--- src/rtl/llsc_pkg.sv ---
package llsc_pkg;

  typedef enum logic [1:0] {
    SC_RES_FAIL   = 2'd0,
    SC_RES_PASS   = 2'd1,
    SC_RES_BYPASS = 2'd2
  } sc_result_e;

  typedef enum logic [1:0] {
    SC_WHY_NONE     = 2'd0,
    SC_WHY_UNARMED  = 2'd1,
    SC_WHY_MISMATCH = 2'd2
  } sc_cause_e;

  typedef struct packed {
    logic is_ll;
    logic is_sc_cached;
    logic is_sc_uncached;
  } req_kind_t;

endpackage

--- src/rtl/llsc_rsv_slot.sv ---
// One context's reservation: arm flag and stored granule.
module llsc_rsv_slot #(
  parameter int GRAN_W = 28
) (
  input  logic              clk_i,
  input  logic              rst_ni,
  input  logic              set_i,
  input  logic              clr_i,
  input  logic [GRAN_W-1:0] gran_i,
  output logic              armed_o,
  output logic              match_o
);

  logic              armed_q;
  logic [GRAN_W-1:0] gran_q;

  always_ff @(posedge clk_i or negedge rst_ni) begin
    if (!rst_ni) begin
      armed_q <= 1'b0;
      gran_q  <= '0;
    end else if (set_i) begin
      armed_q <= 1'b1;
      gran_q  <= gran_i;
    end else if (clr_i) begin
      armed_q <= 1'b0;
    end
  end

  assign armed_o = armed_q;
  assign match_o = (gran_q == gran_i);

endmodule

--- src/rtl/llsc_fail_ctr.sv ---
// Consecutive-failure counter with periodic warning and sticky fatal.
module llsc_fail_ctr #(
  parameter int WARN_PERIOD = 10,
  parameter int FATAL_COUNT = 5000
) (
  input  logic clk_i,
  input  logic rst_ni,
  input  logic fail_i,
  input  logic pass_i,
  output logic warn_o,
  output logic fatal_o
);

  localparam int CNT_W = $clog2(FATAL_COUNT + 1);
  localparam int MOD_W = $clog2(WARN_PERIOD);
  localparam logic [CNT_W-1:0] CNT_MAX  = CNT_W'(FATAL_COUNT);
  localparam logic [CNT_W-1:0] CNT_LAST = CNT_W'(FATAL_COUNT - 1);
  localparam logic [MOD_W-1:0] MOD_LAST = MOD_W'(WARN_PERIOD - 1);

  logic [CNT_W-1:0] cnt_q;
  logic [MOD_W-1:0] mod_q;
  logic             warn_q;
  logic             fatal_q;

  always_ff @(posedge clk_i or negedge rst_ni) begin
    if (!rst_ni) begin
      cnt_q   <= '0;
      mod_q   <= '0;
      warn_q  <= 1'b0;
      fatal_q <= 1'b0;
    end else begin
      warn_q <= fail_i && (mod_q == MOD_LAST);
      if (fail_i) begin
        // saturate so the fatal threshold cannot be crossed twice
        if (cnt_q != CNT_MAX) cnt_q <= cnt_q + 1'b1;
        mod_q <= (mod_q == MOD_LAST) ? '0 : mod_q + 1'b1;
        if (cnt_q == CNT_LAST) fatal_q <= 1'b1;
      end else if (pass_i) begin
        cnt_q <= '0;
        mod_q <= '0;
      end
    end
  end

  assign warn_o  = warn_q;
  assign fatal_o = fatal_q;

endmodule

--- src/rtl/llsc_sc_decide.sv ---
// Same-cycle store-conditional verdict.
module llsc_sc_decide
  import llsc_pkg::*;
(
  input  req_kind_t  kind_i,
  input  logic       armed_i,
  input  logic       match_i,
  output logic       issue_o,
  output sc_result_e result_o,
  output sc_cause_e  cause_o,
  output logic       fail_o,
  output logic       pass_o
);

  always_comb begin
    issue_o  = 1'b0;
    result_o = SC_RES_FAIL;
    cause_o  = SC_WHY_NONE;
    fail_o   = 1'b0;
    pass_o   = 1'b0;
    if (kind_i.is_sc_uncached) begin
      issue_o  = 1'b1;
      result_o = SC_RES_BYPASS;
    end else if (kind_i.is_sc_cached) begin
      if (!armed_i) begin
        cause_o = SC_WHY_UNARMED;
        fail_o  = 1'b1;
      end else if (!match_i) begin
        cause_o = SC_WHY_MISMATCH;
        fail_o  = 1'b1;
      end else begin
        issue_o  = 1'b1;
        result_o = SC_RES_PASS;
        pass_o   = 1'b1;
      end
    end
  end

endmodule

--- src/rtl/llsc_monitor.sv ---
module llsc_monitor
  import llsc_pkg::*;
#(
  parameter int NUM_CTX     = 4,
  parameter int ADDR_W      = 32,
  parameter int GRAN_BITS   = 4,
  parameter int WARN_PERIOD = 10,
  parameter int FATAL_COUNT = 5000,
  localparam int CTX_W      = (NUM_CTX > 1) ? $clog2(NUM_CTX) : 1
) (
  input  logic               clk_i,
  input  logic               rst_ni,
  input  logic               req_valid_i,
  input  logic               req_sc_i,
  input  logic [CTX_W-1:0]   req_ctx_i,
  input  logic [ADDR_W-1:0]  req_addr_i,
  input  logic               req_uncached_i,
  input  logic               inv_i,
  input  logic [CTX_W-1:0]   inv_ctx_i,
  output logic               sc_issue_o,
  output logic [1:0]         sc_result_o,
  output logic [1:0]         sc_cause_o,
  output logic [NUM_CTX-1:0] warn_o,
  output logic [NUM_CTX-1:0] fatal_o
);

  localparam int GRAN_W = ADDR_W - GRAN_BITS;

  req_kind_t         kind;
  logic [GRAN_W-1:0] req_gran;
  logic              unused_low;

  logic [NUM_CTX-1:0] armed_vec;
  logic [NUM_CTX-1:0] match_vec;
  logic               sel_armed;
  logic               sel_match;

  logic       sc_fail;
  logic       sc_pass;
  sc_result_e result;
  sc_cause_e  cause;

  assign kind.is_ll          = req_valid_i && !req_sc_i;
  assign kind.is_sc_cached   = req_valid_i && req_sc_i && !req_uncached_i;
  assign kind.is_sc_uncached = req_valid_i && req_sc_i && req_uncached_i;

  assign req_gran   = req_addr_i[ADDR_W-1:GRAN_BITS];
  assign unused_low = ^req_addr_i[GRAN_BITS-1:0];

  for (genvar g = 0; g < NUM_CTX; g++) begin : g_ctx
    logic sel_req;
    logic sel_inv;

    assign sel_req = (req_ctx_i == CTX_W'(g));
    assign sel_inv = inv_i && (inv_ctx_i == CTX_W'(g));

    llsc_rsv_slot #(
      .GRAN_W (GRAN_W)
    ) u_slot (
      .clk_i   (clk_i),
      .rst_ni  (rst_ni),
      .set_i   (kind.is_ll && sel_req),
      .clr_i   (sel_inv || (sc_fail && sel_req)),
      .gran_i  (req_gran),
      .armed_o (armed_vec[g]),
      .match_o (match_vec[g])
    );

    llsc_fail_ctr #(
      .WARN_PERIOD (WARN_PERIOD),
      .FATAL_COUNT (FATAL_COUNT)
    ) u_ctr (
      .clk_i   (clk_i),
      .rst_ni  (rst_ni),
      .fail_i  (sc_fail && sel_req),
      .pass_i  (sc_pass && sel_req),
      .warn_o  (warn_o[g]),
      .fatal_o (fatal_o[g])
    );
  end

  assign sel_armed = armed_vec[req_ctx_i];
  assign sel_match = match_vec[req_ctx_i];

  llsc_sc_decide u_decide (
    .kind_i   (kind),
    .armed_i  (sel_armed),
    .match_i  (sel_match),
    .issue_o  (sc_issue_o),
    .result_o (result),
    .cause_o  (cause),
    .fail_o   (sc_fail),
    .pass_o   (sc_pass)
  );

  assign sc_result_o = result;
  assign sc_cause_o  = cause;

endmodule

--- config.mk ---
export PLATFORM = sky130hd
export DESIGN_NAME = llsc_monitor
export DESIGN_NICKNAME = d
export VERILOG_FILES = /design/src/rtl/llsc_pkg.sv /design/src/rtl/llsc_rsv_slot.sv /design/src/rtl/llsc_fail_ctr.sv /design/src/rtl/llsc_sc_decide.sv /design/src/rtl/llsc_monitor.sv
export SDC_FILE = /design/constraint.sdc
export NUM_CORES = 1
export LEC_CHECK = 0
export BUFFER_PORTS_ARGS = -buffer_cell sky130_fd_sc_hd__buf_4
export CAP_MARGIN = 25
export CORE_MARGIN = 2
export CORE_UTILIZATION = 60
export DETAILED_ROUTE_END_ITERATION = 10
export GPL_ROUTABILITY_DRIVEN = 0
export PLACE_DENSITY = 0.78
export SYNTH_ARGS = -nofsm -noshare
export SYNTH_HDL_FRONTEND = slang
export SYNTH_HIERARCHICAL = 1
export SYNTH_SLANG_ARGS = --single-unit
export TNS_END_PERCENT = 10
--- constraint.sdc ---
create_clock -name clk_i -period 6 [get_ports clk_i]
set_input_delay 0.3 -clock clk_i [delete_from_list [all_inputs] [get_ports clk_i]]
set_output_delay 0.3 -clock clk_i [all_outputs]
set_load 0.005 [all_outputs]
Word level (Yosys, flattened, before mapping)
Cells that the tools add are included.
{"block": "classes", "n_mux": 53, "order_cmp": 1, "n_eq_ne": 26, "n_reduce_logical": 48, "addsub": 8}
{"cell": "$mux 13", "n": 12}
{"cell": "$eq 28x28->1", "n": 4}
{"cell": "$add 13x1->13 const B", "n": 4}
{"cell": "$eq 13x13->1 const B", "n": 4}
{"cell": "$ne 13x13->1 const B", "n": 4}
{"cell": "$mux 4", "n": 12}
{"cell": "$logic_and 1x1->1", "n": 24}
{"cell": "$mux 1", "n": 20}
{"cell": "$add 4x1->4 const B", "n": 4}
{"cell": "$eq 4x4->1 const B", "n": 4}
{"cell": "$reduce_and 2->1", "n": 8}
{"cell": "$reduce_bool 2->1", "n": 8}
{"cell": "$mux 2", "n": 7}
{"cell": "$eq 2x2->1 const B", "n": 4}
{"cell": "$ne 2x2->1 const B", "n": 4}
{"cell": "$bmux 1 s2", "n": 2}
{"cell": "$eq 2x1->1 const B", "n": 2}
{"cell": "$logic_not 2->1", "n": 2}
{"cell": "$logic_or 1x1->1", "n": 4}
{"cell": "$lt 2x3->1 const B", "n": 1}
{"cell": "$logic_not 1->1", "n": 2}
{"block": "word_totals", "output_inout_bits": 13, "word_cells": 160, "inputBits": 42, "regBits": 192}

Depth between registers and ports, before layout
Gate-level depths: netlist of the first run.
{"block": "depth", "depth_word": 11, "ltp_mapped": 12, "mapped_depth_nobuf": 12}

Hierarchy
The synthesis of the first run kept the hierarchy.
{"mod": "llsc_rsv_slot", "seq_area_each_um2": 725.7, "cells_per_inst": 99, "instances": 4, "area_each_um2": 1377.6}
{"mod": "llsc_fail_ctr", "seq_area_each_um2": 475.5, "cells_per_inst": 111, "instances": 4, "area_each_um2": 1071.0}
{"mod": "llsc_monitor", "seq_area_each_um2": 0.0, "cells_per_inst": 29, "instances": 1, "area_each_um2": 249.0}
{"mod": "llsc_sc_decide", "seq_area_each_um2": 0.0, "cells_per_inst": 9, "instances": 1, "area_each_um2": 66.3}

Worst setup path before layout of the first run
OpenSTA, ideal clock, no wires.
{"block": "synth_path", "kind": "register to register", "startpoint": "reg g_ctx[1].u_slot.gran_q[14]", "endpoint": "reg g_ctx[0].u_ctr.cnt_q[0]", "setup_time_ps": 125, "period_less_slack_ps": 2616, "path_stages_with_launch": 12, "arrival_time_ps": 2491, "n_path_buf": 0, "setup_slack_ps": 3384, "t_required_ps": 5875, "path_cell_list": "dfrtp_1 xor2_1 nor4_1 nand4_1 nor4_2 mux4_2 nand2_1 nor2_1 nor3b_1 nor2_1 a21o_2 mux2_2"}
{"block": "synth_via", "elab_chain_len": 10, "word_cells_on_any_way": 17, "cone_classes": "eq/ne: 2; mux: 11; reduce/logical: 4"}
{"element": "start: declaration", "line_no": "llsc_rsv_slot.sv:15", "text": "logic [GRAN_W-1:0] gran_q;"}
{"element": "start signal: assignment", "line_no": "llsc_rsv_slot.sv:23", "text": "gran_q <= gran_i;"}
{"element": "$eq 28x28->1", "line_no": "llsc_rsv_slot.sv:30", "text": "assign match_o = (gran_q == gran_i);"}
{"element": "net match_vec[1]", "line_no": "llsc_monitor.sv:34", "text": "logic [NUM_CTX-1:0] match_vec;"}
{"element": "$bmux 1 s2", "line_no": "llsc_monitor.sv:83", "text": "assign sel_match = match_vec[req_ctx_i];"}
{"element": "$mux 1 (not written as such)", "line_no": "llsc_monitor.sv:83"}
{"element": "net sel_match", "line_no": "llsc_monitor.sv:36", "text": "logic sel_match;"}
{"element": "$mux 1", "line_no": "llsc_sc_decide.sv:28", "text": "end else if (!match_i) begin"}
{"element": "$mux 1", "line_no": "llsc_sc_decide.sv:25", "text": "if (!armed_i) begin"}
{"element": "$mux 1", "line_no": "llsc_sc_decide.sv:24", "text": "end else if (kind_i.is_sc_cached) begin"}
{"element": "$mux 1", "line_no": "llsc_sc_decide.sv:21", "text": "if (kind_i.is_sc_uncached) begin"}
{"element": "net sc_pass", "line_no": "llsc_monitor.sv:39", "text": "logic sc_pass;"}
{"element": "$logic_and 1x1->1", "line_no": "llsc_monitor.sv:76", "text": ".pass_i (sc_pass && sel_req),"}
{"element": "$reduce_bool 2->1 (no line)"}
{"element": "$reduce_and 2->1 (no line)"}
{"element": "end signal: assignment", "line_no": "llsc_fail_ctr.sv:35", "text": "if (cnt_q != CNT_MAX) cnt_q <= cnt_q + 1'b1;"}
{"element": "end: declaration", "line_no": "llsc_fail_ctr.sv:20", "text": "logic [CNT_W-1:0] cnt_q;"}
The timed path passes the listed nets, and every way through them passes these cells. The select of a mux whose other input is x is not followed.
A chain may end at the register's enable or synchronous reset.

Final worst setup path of the first run
{"block": "layout_path", "startpoint": "reg g_ctx[0].u_slot.gran_q[25]", "endpoint": "reg g_ctx[0].u_ctr.cnt_q[9]"}
{"block": "layout_via", "elab_chain_len": 10, "word_cells_on_any_way": 17, "cone_classes": "eq/ne: 2; mux: 11; reduce/logical: 4"}
{"element": "start: declaration", "line_no": "llsc_rsv_slot.sv:15"}
{"element": "start signal: assignment", "line_no": "llsc_rsv_slot.sv:23"}
{"element": "$eq 28x28->1 (*)", "line_no": "llsc_rsv_slot.sv:30"}
{"element": "net match_vec[0]", "line_no": "llsc_monitor.sv:34"}
{"element": "$bmux 1 s2 (*)", "line_no": "llsc_monitor.sv:83"}
{"element": "$mux 1 (not written as such) (*)", "line_no": "llsc_monitor.sv:83"}
{"element": "net sel_match", "line_no": "llsc_monitor.sv:36"}
{"element": "$mux 1 (*)", "line_no": "llsc_sc_decide.sv:28"}
{"element": "$mux 1 (*)", "line_no": "llsc_sc_decide.sv:25"}
{"element": "$mux 1 (*)", "line_no": "llsc_sc_decide.sv:24"}
{"element": "$mux 1 (*)", "line_no": "llsc_sc_decide.sv:21"}
{"element": "net sc_fail", "line_no": "llsc_monitor.sv:38", "text": "logic sc_fail;"}
{"element": "$logic_and 1x1->1 (*)", "line_no": "llsc_monitor.sv:75", "text": ".fail_i (sc_fail && sel_req),"}
{"element": "$ne 2x2->1 (no line) or $reduce_bool 2->1 (tied branches)"}
{"element": "$reduce_and 2->1 (no line)"}
Mark *: on every way through the listed nets, which the timed path passes. The rest lies on a longest branch. The select of a mux whose other input is x is not followed.

==> flow_summary.json, run 1 <==
{
  "outcome": "finished, violations left",
  "violations": "negative hold slack",
  "fin_cells": 1151,
  "cts_tree": "yes",
  "crit_slowest_cell": "nor3b_2",
  "vias": 6828,
  "worstPathMaxFanout": 16,
  "dr.pass1.iters": 5,
  "viasPerCell": 5.93,
  "ir_worst_vdd_uv": 257,
  "fin_skew_ps": 8.58,
  "layout-drive-gt1-share_pct": 26.7,
  "cts_inserted_buffers": 17,
  "grt_util_met2_pct": 35.2,
  "placed_cells": 1118,
  "multi_input_area_mm2": 0.00506,
  "worstSetupPathType": "reg2reg",
  "syn-cell-area_mm2": 0.0101,
  "track_usage_pct": 22.7,
  "cts.clk_slew.worst_paths_ps": 70,
  "slew_viol_final": 0,
  "cp_cell_sequence": "xor2_1 -> nor4_1 -> nand4_1 -> nor4_2 -> mux4_2 -> a21oi_1 -> nor3b_2 -> inv_1 -> nor2_2 -> a41oi_1",
  "insertedDiodeCount": 0,
  "seqCellArea_mm2": 0.00480,
  "holdCritPathClass": "in2async",
  "worstMarginPinSlew_ps": 1030,
  "fp.dieW_um": 134,
  "crit_family": "simple AND/OR/NAND/NOR gates",
  "power_per_cell_area_mw_per_mm2": 310,
  "fmax_mhz": 255,
  "htreeDepth": 4,
  "avgSynthCellArea_um2": 11.5,
  "rsz0062_at_grt": "no",
  "top_usage_layer": "met2",
  "coreArea_mm2": 0.0165,
  "dp_hpwl_um": 12700,
  "cts_resized": 0,
  "grt_start_max_net_pins": 112,
  "start_util_pct": 61.2,
  "crit_path_end_kind": "flip-flop",
  "relSlewSlack_pct": 30.8,
  "cp_data_required_time_ps": 6300,
  "max-cap-violations": 0,
  "cts-hold-fix-buffers": 0,
  "max_stage_delay_ps": 910,
  "cts.sinks": 192,
  "clockBufferDepth": 2,
  "ios": 55,
  "num_rows": 47,
  "cts_setup_buffers": 0,
  "port_buffers": 50,
  "synthesis.nets": 935,
  "start_kind": "flip-flop",
  "crit_buf_inv": 1,
  "die_y_um": 134,
  "fin_crit_ps": 3930,
  "fin_crit_sh_pct": 65.5,
  "grt_pass1_vias": 6609,
  "ys_warn_count": 6,
  "wire_per_inst_um": 16.7,
  "grt_use_met3_pct": 3.85,
  "antenna_found_initial": 0,
  "hold-worst-slack_ps": -15.9,
  "area_growth_pct": 11.8,
  "grt_remaining_overflow": 0,
  "postSynthCellCount": 877,
  "drc": 0,
  "cts-root-buf": "clkbuf_16",
  "fill_cells": 1214,
  "grt_pass1_wl_um": 32800,
  "nNetsFinal": 976,
  "finalHoldViolCount": 4,
  "leakage_nw": 4.85,
  "setup-violations-final": 0,
  "insertion_delay_ps": 430,
  "finalSetupTns_ps": 0,
  "cp.arrival_ps": 4230,
  "drt_wl_total_um": 19200,
  "drt.antenna.violating_nets": 0,
  "fp.dieArea_mm2": 0.0179,
  "drt_iter0_markers": 460,
  "met1_usage_pct": 32.7
}
==> report_power, final <==
group / leakage (nW) / switching, mW / total, mW / internal (mW)
combinational: 2.13 / 0.264 / 0.616 / 0.352
clock: 0.301 / 0.521 / 1.19 / 0.672
sequential: 2.43 / 0.178 / 1.70 / 1.52
total: 4.85 / 0.963 / 3.50 / 2.54
==> sequential cells by signal, summed over array words and instances, names as in the netlist <==
name,cells
g_ctx.u_slot/armed_o,4
g_ctx.u_ctr/warn_o,4
g_ctx.u_ctr/fatal_o,4
g_ctx.u_slot/gran_q,112
g_ctx.u_ctr/cnt_q,52
g_ctx.u_ctr/mod_q,16
==> cell usage in the layout (no fill, tap or decap), types with 20 or more instances in the layout <==
master,count
buf_4,52
dfrtp_1,192
inv_1,29
mux2_2,116
nand3_1,24
nand4_1,28
nor2_1,39
nor3_1,24
nor4_1,20
o21ai_0,40
xnor2_1,52
xor2_1,68
==> through the flow <==
stage / total power [mW] / utilization, % / area (µm²) / setup WS, ps / hold slack (ps)
global route: 3.68 / 68.4 / 11300 / 1780 / 71.3
floorplan: 2.15 / - / 10100 / 3380 / 4.41
global placement: 2.30 / 64.4 / 10600 / 2110 / 451
detailed placement: 2.33 / 64.4 / 10600 / 2020 / 457
CTS: 3.53 / 68.2 / 11300 / 2070 / 26.6
finish: 3.50 / 68.4 / 11300 / 2070 / -15.9
==> area by class of cell <==
cell class	count	area share, %
Inverter	29	0.964
Clock inverter	14	1.68
Sequential cell	192	42.5
Tap cell	220	2.44
Multi-Input combinational cell	624	44.8
Timing Repair Buffer	54	3.82
Clock buffer	18	3.80
==> metal layers <==
layer / vias to the layer above / wire, µm
met5: - / 0
met4: 0 / 387
met1: 3393 / 9020
li1: 3275 / -
met2: 133 / 9110
met3: 27 / 708
==> worst paths after layout <==
| path | end | slack [ps] | cells past startpoint | start |
|---|---|---|---|---|
| setup / recovery | g_ctx[0].u_ctr/cnt_q[9] | 2070 | 10 | g_ctx[0].u_slot/gran_q[25] |
| hold / removal | g_ctx[1].u_ctr/cnt_q[2] | -20 | 1 | rst_ni |
| setup reg to reg | g_ctx[0].u_ctr/cnt_q[9] | 2070 | 10 | g_ctx[0].u_slot/gran_q[25] |
| hold reg to reg | g_ctx[3].u_ctr/fatal_o | 470 | 1 | g_ctx[3].u_ctr/fatal_o |
| max in group asynchronous | g_ctx[0].u_ctr/cnt_q[1] | 4860 | 3 | rst_ni |
| min in group clk_i | g_ctx[1].u_slot/gran_q[25] | 180 | 2 | req_addr_i[29] |
No activity file was read; power rests on OpenSTA's default activity.
==> run 2: changes to the inputs <==
- ABC_AREA: not set -> 1
- clock period: 6 -> 3.9 ns (I/O delays scaled with it)
==> run 2 against run 1 <==
  * The flow now finishes without violations
  * Wire length rose by 21%
  * Combinational power is 66% higher
  * Register-to-register slack worse by 1300 ps
  * Die area is 10% higher
  * First-iteration DRC count up 53%
  * Utilization grew 0.075 points
  * Flip-flop and latch count unchanged
  * Worst setup slack worse by 1300 ps
  * Global-route usage rose by 2.5 points
  * Sequential power increased by 51%
  * Critical path depth up 12
  * Largest cell class unchanged
  * Highest routed layer unchanged
==> flow_summary.json, run 2 <==
{
  "power_per_cell_area_mw_per_mm2": 438,
  "cp_num_cells": 22,
  "fin_cells": 1924,
  "start_kind": "flip-flop",
  "die_y_um": 140,
  "worstSetupPathType": "reg2reg",
  "top_register": "g_ctx.u_slot/gran_q",
  "fin_skew_ps": 10.8,
  "fin_crit_ps": 3130,
  "drt_iter0_markers": 703,
  "worstPathMaxFanout": 17,
  "leakage_nw": 6.45,
  "ios": 55,
  "crit_path_end_kind": "flip-flop",
  "grt_pass1_wl_um": 40900,
  "start_util_pct": 61.7,
  "setup-violations-final": 0,
  "track_usage_pct": 25.2,
  "cts_inserted_buffers": 17,
  "cp_cell_sequence": "inv_1 -> nand2_1 -> nand2_1 -> nor2_1 -> nand2_1 -> nor2_1 -> nand2_1 -> nor2_2 -> nand2_1 -> nand2_1 -> nand2_1 -> nand2_1 -> nand2_2 -> inv_1 -> nor2_1 -> inv_1 -> nor2_1 -> nor2_1 -> inv_1 -> nand2_4 -> nand2_1 -> o21ai_0",
  "postSynthCellCount": 1635,
  "ir_worst_vdd_uv": 329,
  "nNetsFinal": 1741,
  "dp_slack_ps": 839,
  "layout-drive-gt1-share_pct": 8.26,
  "cts.clk_slew.worst_paths_ps": 70,
  "min_from": "req_addr_i[7]",
  "slew_viol_final": 0,
  "startpoint": "g_ctx[2].u_slot/gran_q[23]",
  "setup.worst_path.end": "g_ctx[0].u_ctr/cnt_q[3]",
  "final_cell_area_mm2": 0.0124,
  "viasPerCell": 5.03,
  "reg2reg_from": "g_ctx[2].u_slot/gran_q[23]",
  "cts_tree": "yes",
  "num_rows": 49,
  "worstMarginPinSlew_ps": 931,
  "rsz0062_at_grt": "no",
  "total_power_mw": 5.42,
  "grt_remaining_overflow": 0,
  "setup_slack_ps": 772,
  "largest_register_ffs": 112,
  "crit_buf_inv": 4,
  "r2r-end": "g_ctx[0].u_ctr/cnt_q[3]",
  "insertion_delay_ps": 430,
  "route.met3.wl_um": 833,
  "regToRegSetupSlack_ps": 770,
  "placed_cell_area_mm2": 0.0117,
  "fin_crit_sh_pct": 80.2,
  "max-cap-violations": 0,
  "insertedDiodeCount": 0,
  "reg2regPathDepth": 22,
  "vias": 9679,
  "wl_met2_um": 11200,
  "crit_path_frequent_cell": "nand2_1",
  "cts-root-buf": "clkbuf_16",
  "drt.antenna.violating_nets": 0,
  "grt_start_max_net_pins": 115,
  "wire_per_inst_um": 12.1,
  "crit_family": "simple AND/OR/NAND/NOR gates",
  "outcome": "complete, no violations",
  "cp.arrival_ps": 3440,
  "coreArea_mm2": 0.0181,
  "placed_cells": 1891,
  "clockBufferDepth": 2,
  "antenna_found_initial": 0,
  "crit_slowest_cell": "nor2_1",
  "ys_warn_count": 6,
  "top_regs": "g_ctx.u_slot/gran_q x112, g_ctx.u_ctr/cnt_q x52, g_ctx.u_ctr/mod_q x16",
  "synthesis.nets": 1693,
  "dr.pass1.iters": 5,
  "max_stage_delay_ps": 670,
  "drt-met1-wl_um": 10900,
  "hold-worst-slack_ps": 59.5,
  "syn-cell-area_mm2": 0.0112,
  "htreeDepth": 4,
  "relSlewSlack_pct": 37.9,
  "finalSetupTns_ps": 0,
  "postLayoutCoreUtil_pct": 68.4,
  "drt_wl_total_um": 23300,
  "dp_hpwl_um": 16000,
  "routed.top_layer": "met4",
  "fmax_mhz": 320,
  "grt_pass1_vias": 9111,
  "avgSynthCellArea_um2": 6.83,
  "fp.dieW_um": 140,
  "area_growth_pct": 10.9,
  "port_buffers": 50,
  "fp.dieArea_mm2": 0.0197,
  "final_common_cell": "nand2_1",
  "finalHoldViolCount": 0,
  "drc": 0,
  "final_cell_mix": "nand2_1 (692), inv_1 (265), dfrtp_1 (192)",
  "cts.sinks": 192,
  "cp_data_required_time_ps": 4210,
  "holdCritPathClass": "in2reg"
}
## run 2: routing by layer
layer	GRT usage (%)	vias up
li1	-	5030
met1	33.5	4451
met2	42.7	178
met3	3.86	20
met4	8.08	0
met5	0	-
## run 2: power by group
part / total, mW / switching, mW / internal [mW]
Combinational: 1.02 / 0.599 / 0.421
Clock: 1.83 / 0.741 / 1.09
Sequential: 2.57 / 0.237 / 2.33
Total: 5.42 / 1.58 / 3.84
## run 2: timing repair
item                       CTS  global route
hold buffers                 1             0
hold endpoints to repair   112             0
setup endpoints to repair    0             0
buffers inserted             0             0
gates resized for setup      0             0
## run 2: area by class of cell
class                   count  area, µm²
inverters                 271       1020
fillers                  1533       5710
repair buffers             59        484
well taps                 229        287
clock buffers              22        494
multi-input cells        1142       5160
clock inverters             9        130
flip-flops and latches    192       4800
## run 2: tightest hold or removal path, cell delays in order
cell	delay, ps
buf_4	140
nand2_1	60
nand2_1	50
## run 2: worst min path at each step
stage	to	cells after the start
detailed placement	g_ctx[2].u_slot/gran_q[14]	1
floorplan	g_ctx[0].u_ctr/cnt_q[0]	0
CTS	g_ctx[0].u_slot/gran_q[3]	3
global route	g_ctx[0].u_slot/gran_q[3]	3
global placement	g_ctx[0].u_slot/gran_q[14]	1
finish	g_ctx[3].u_slot/gran_q[3]	3
==> run 3: changes to the inputs <==
- CORE_UTILIZATION: 60 -> 56
- PLACE_DENSITY: 0.78 -> 0.77
- clock period: 3.9 -> 2.51 ns (I/O delays scaled with it)
==> run 3 against run 2 <==
  * Utilization is 1.2 points lower
  * Non-clock buffer count is 48 higher
  * Sequential power is 56% higher
  * Wire length is 7.4% higher
  * Sequential share of layout area is 2.2 points lower
  * Cell area is 6.1% higher
  * Largest cell class unchanged
==> flow_summary.json, run 3 (same netlist as run 2, synthesis figures left out) <==
{
  "clockBufferDepth": 2,
  "worstMarginPinSlew_ps": 522,
  "leakage_nw": 6.72,
  "htreeDepth": 4,
  "power_per_cell_area_mw_per_mm2": 647,
  "grt_pass1_vias": 9201,
  "p_sw_mw": 2.54,
  "top_register": "g_ctx.u_slot/gran_q",
  "reg2reg_from": "g_ctx[0].u_slot/gran_q[14]",
  "coreArea_mm2": 0.0195,
  "pwr-share-clk_pct": 33.1,
  "ir_worst_vdd_uv": 468,
  "wire_per_inst_um": 12.4,
  "min_to": "g_ctx[2].u_slot/gran_q[19]",
  "relSlewSlack_pct": 65.1,
  "fmax_mhz": 404,
  "final_common_cell": "nand2_1",
  "outcome": "complete, no violations",
  "die_y_um": 145,
  "slew_viol_final": 0,
  "setup_slack_ps": 35.2,
  "crit_slowest_cell": "dlygate4sd3_1",
  "reg2regPathDepth": 22,
  "grt_util_met2_pct": 40.6,
  "dp_slack_ps": -19.9,
  "cts_tree": "yes",
  "drt_iter0_markers": 529,
  "grt_start_max_net_pins": 58,
  "fin_crit_ps": 2470,
  "port_buffers": 50,
  "holdCritPathClass": "in2reg",
  "ios": 55,
  "power.internal_mw": 5.96,
  "dr.pass1.iters": 5,
  "fin_crit_sh_pct": 98.6,
  "nNetsFinal": 1796,
  "regToRegSetupSlack_ps": 50,
  "crit_path_frequent_cell": "nand2_1",
  "p_comb_share_pct": 19.9,
  "cts.sinks": 192,
  "top_usage_layer": "met2",
  "switching_share_pct": 29.9,
  "finalSetupTns_ps": 0,
  "cts-root-buf": "clkbuf_16",
  "fp.dieW_um": 145,
  "vias": 9928,
  "num_rows": 51,
  "insertedDiodeCount": 0,
  "drt_wl_total_um": 25000,
  "hold_depth": 3,
  "dp_hpwl_um": 16800,
  "crit_path_end_kind": "flip-flop",
  "pwr-share-seq_pct": 47.0,
  "drt.antenna.violating_nets": 0,
  "grt_remaining_overflow": 0,
  "min_from": "req_addr_i[23]",
  "finalHoldViolCount": 0,
  "final_cell_mix": "nand2_1 (684), inv_1 (248), dfrtp_1 (192)",
  "start_util_pct": 57.2,
  "largest_register_ffs": 112,
  "max_stage_delay_ps": 540,
  "r2r-end": "g_ctx[3].u_ctr/cnt_q[12]",
  "start_kind": "input port",
  "grt_pass1_wl_um": 42100,
  "drc": 0,
  "track_usage_pct": 23.9,
  "cts.clk_slew.worst_paths_ps": 70,
  "rsz0062_at_grt": "yes",
  "top_regs": "g_ctx.u_slot/gran_q x112, g_ctx.u_ctr/cnt_q x52, g_ctx.u_ctr/mod_q x16",
  "area_growth_pct": 17.6,
  "worstSetupPathType": "in2reg",
  "setup-violations-final": 0,
  "insertion_delay_ps": 430,
  "crit_buf_inv": 6,
  "antenna_found_initial": 0,
  "grt_use_met3_pct": 4.06,
  "viasPerCell": 4.92,
  "cts_inserted_buffers": 17,
  "cp.arrival_ps": 2830,
  "crit_family": "simple AND/OR/NAND/NOR gates",
  "met1_usage_pct": 31.9,
  "fin_skew_ps": 10.3,
  "worstPathMaxFanout": 12,
  "layout-drive-gt1-share_pct": 12.7,
  "max-cap-violations": 0,
  "fp.dieArea_mm2": 0.0211,
  "cp_data_required_time_ps": 2870
}
[run 3: cell count changes in the layout (fill, tap and decap cells not counted), moves of 8 or more]
cell / delta
nand2_2: +9
nor2_2: +22
inv_1: -17
nand2_1: -8
inv_2: +16
dlygate4sd3_1: +26
nor2_1: -28
buf_6: +12
[run 3: how the worst max path moves through the flow]
stage,startpoint,to,slack [ps],depth (start not counted)
6_report,req_addr_i[18],g_ctx[3].u_ctr/cnt_q[12],40,25
5_1_grt,g_ctx[0].u_slot/gran_q[8],g_ctx[3].u_ctr/cnt_q[1],-130,24
4_1_cts,g_ctx[0].u_slot/gran_q[19],g_ctx[3].u_ctr/cnt_q[9],3,23
3_5_place_dp,g_ctx[3].u_slot/gran_q[27],g_ctx[3].u_ctr/cnt_q[2],-20,20
3_3_place_gp,g_ctx[3].u_slot/gran_q[27],g_ctx[3].u_ctr/cnt_q[3],10,20
2_1_floorplan,g_ctx[3].u_slot/gran_q[25],g_ctx[0].u_ctr/cnt_q[2],400,21
[run 3: per-stage QoR]
step / total power, mW / cells / hold slack (ps) / cell area (µm²) / util (%)
finish: 8.50 / 2016 / 18.1 / 13100 / 67.2
global route: 9.06 / 2016 / 35.0 / 13100 / 67.2
CTS: 8.52 / 2002 / 0.118 / 12800 / 65.6
detailed placement: 5.64 / 1941 / 143 / 11900 / 61.0
global placement: 5.52 / 1941 / 138 / 11900 / 61.0
floorplan: 5.11 / 1635 / -170 / 11200 / -
[run 3: power groups by stage]
stage	combinational [mW]	sequential, mW	clock (mW)
detailed placement	1.60	4.04	0
global route	1.98	4.07	3.01
CTS	1.65	3.99	2.89
finish	1.69	4.00	2.81
global placement	1.51	4.01	0
floorplan	1.16	3.96	0
[run 3: metal layers]
layer	wire, µm	up-vias
met5	0	-
met4	454	0
met3	866	34
met2	12200	146
met1	11500	4592
li1	-	5156
[run 3: area by class of cell]
type                       instances  area (µm²)
sequential                       192        4800
clock inverter                    12         159
fill                            1658        6400
inverter                         271        1020
timing repair buffer             107         982
multi-input combinational       1149        5380
clock buffer                      20         457
tap                              265         332
[run 3: what timing repair did]
item / in CTS / in global routing
buffers inserted: 0 / 5
pin swaps: 0 / 24
gates resized for setup: 2 / 87
cloned: 0 / 9
setup endpoints to repair: 10 / 72
hold buffers: 29 / 0
hold endpoints to repair: 140 / 0
[run 3: worst min-delay path, delay by kind of cell]
kind / cells / cell delay, ps
buf+inv: 1 / 150
compound gates: 1 / 70
simple gates: 1 / 60
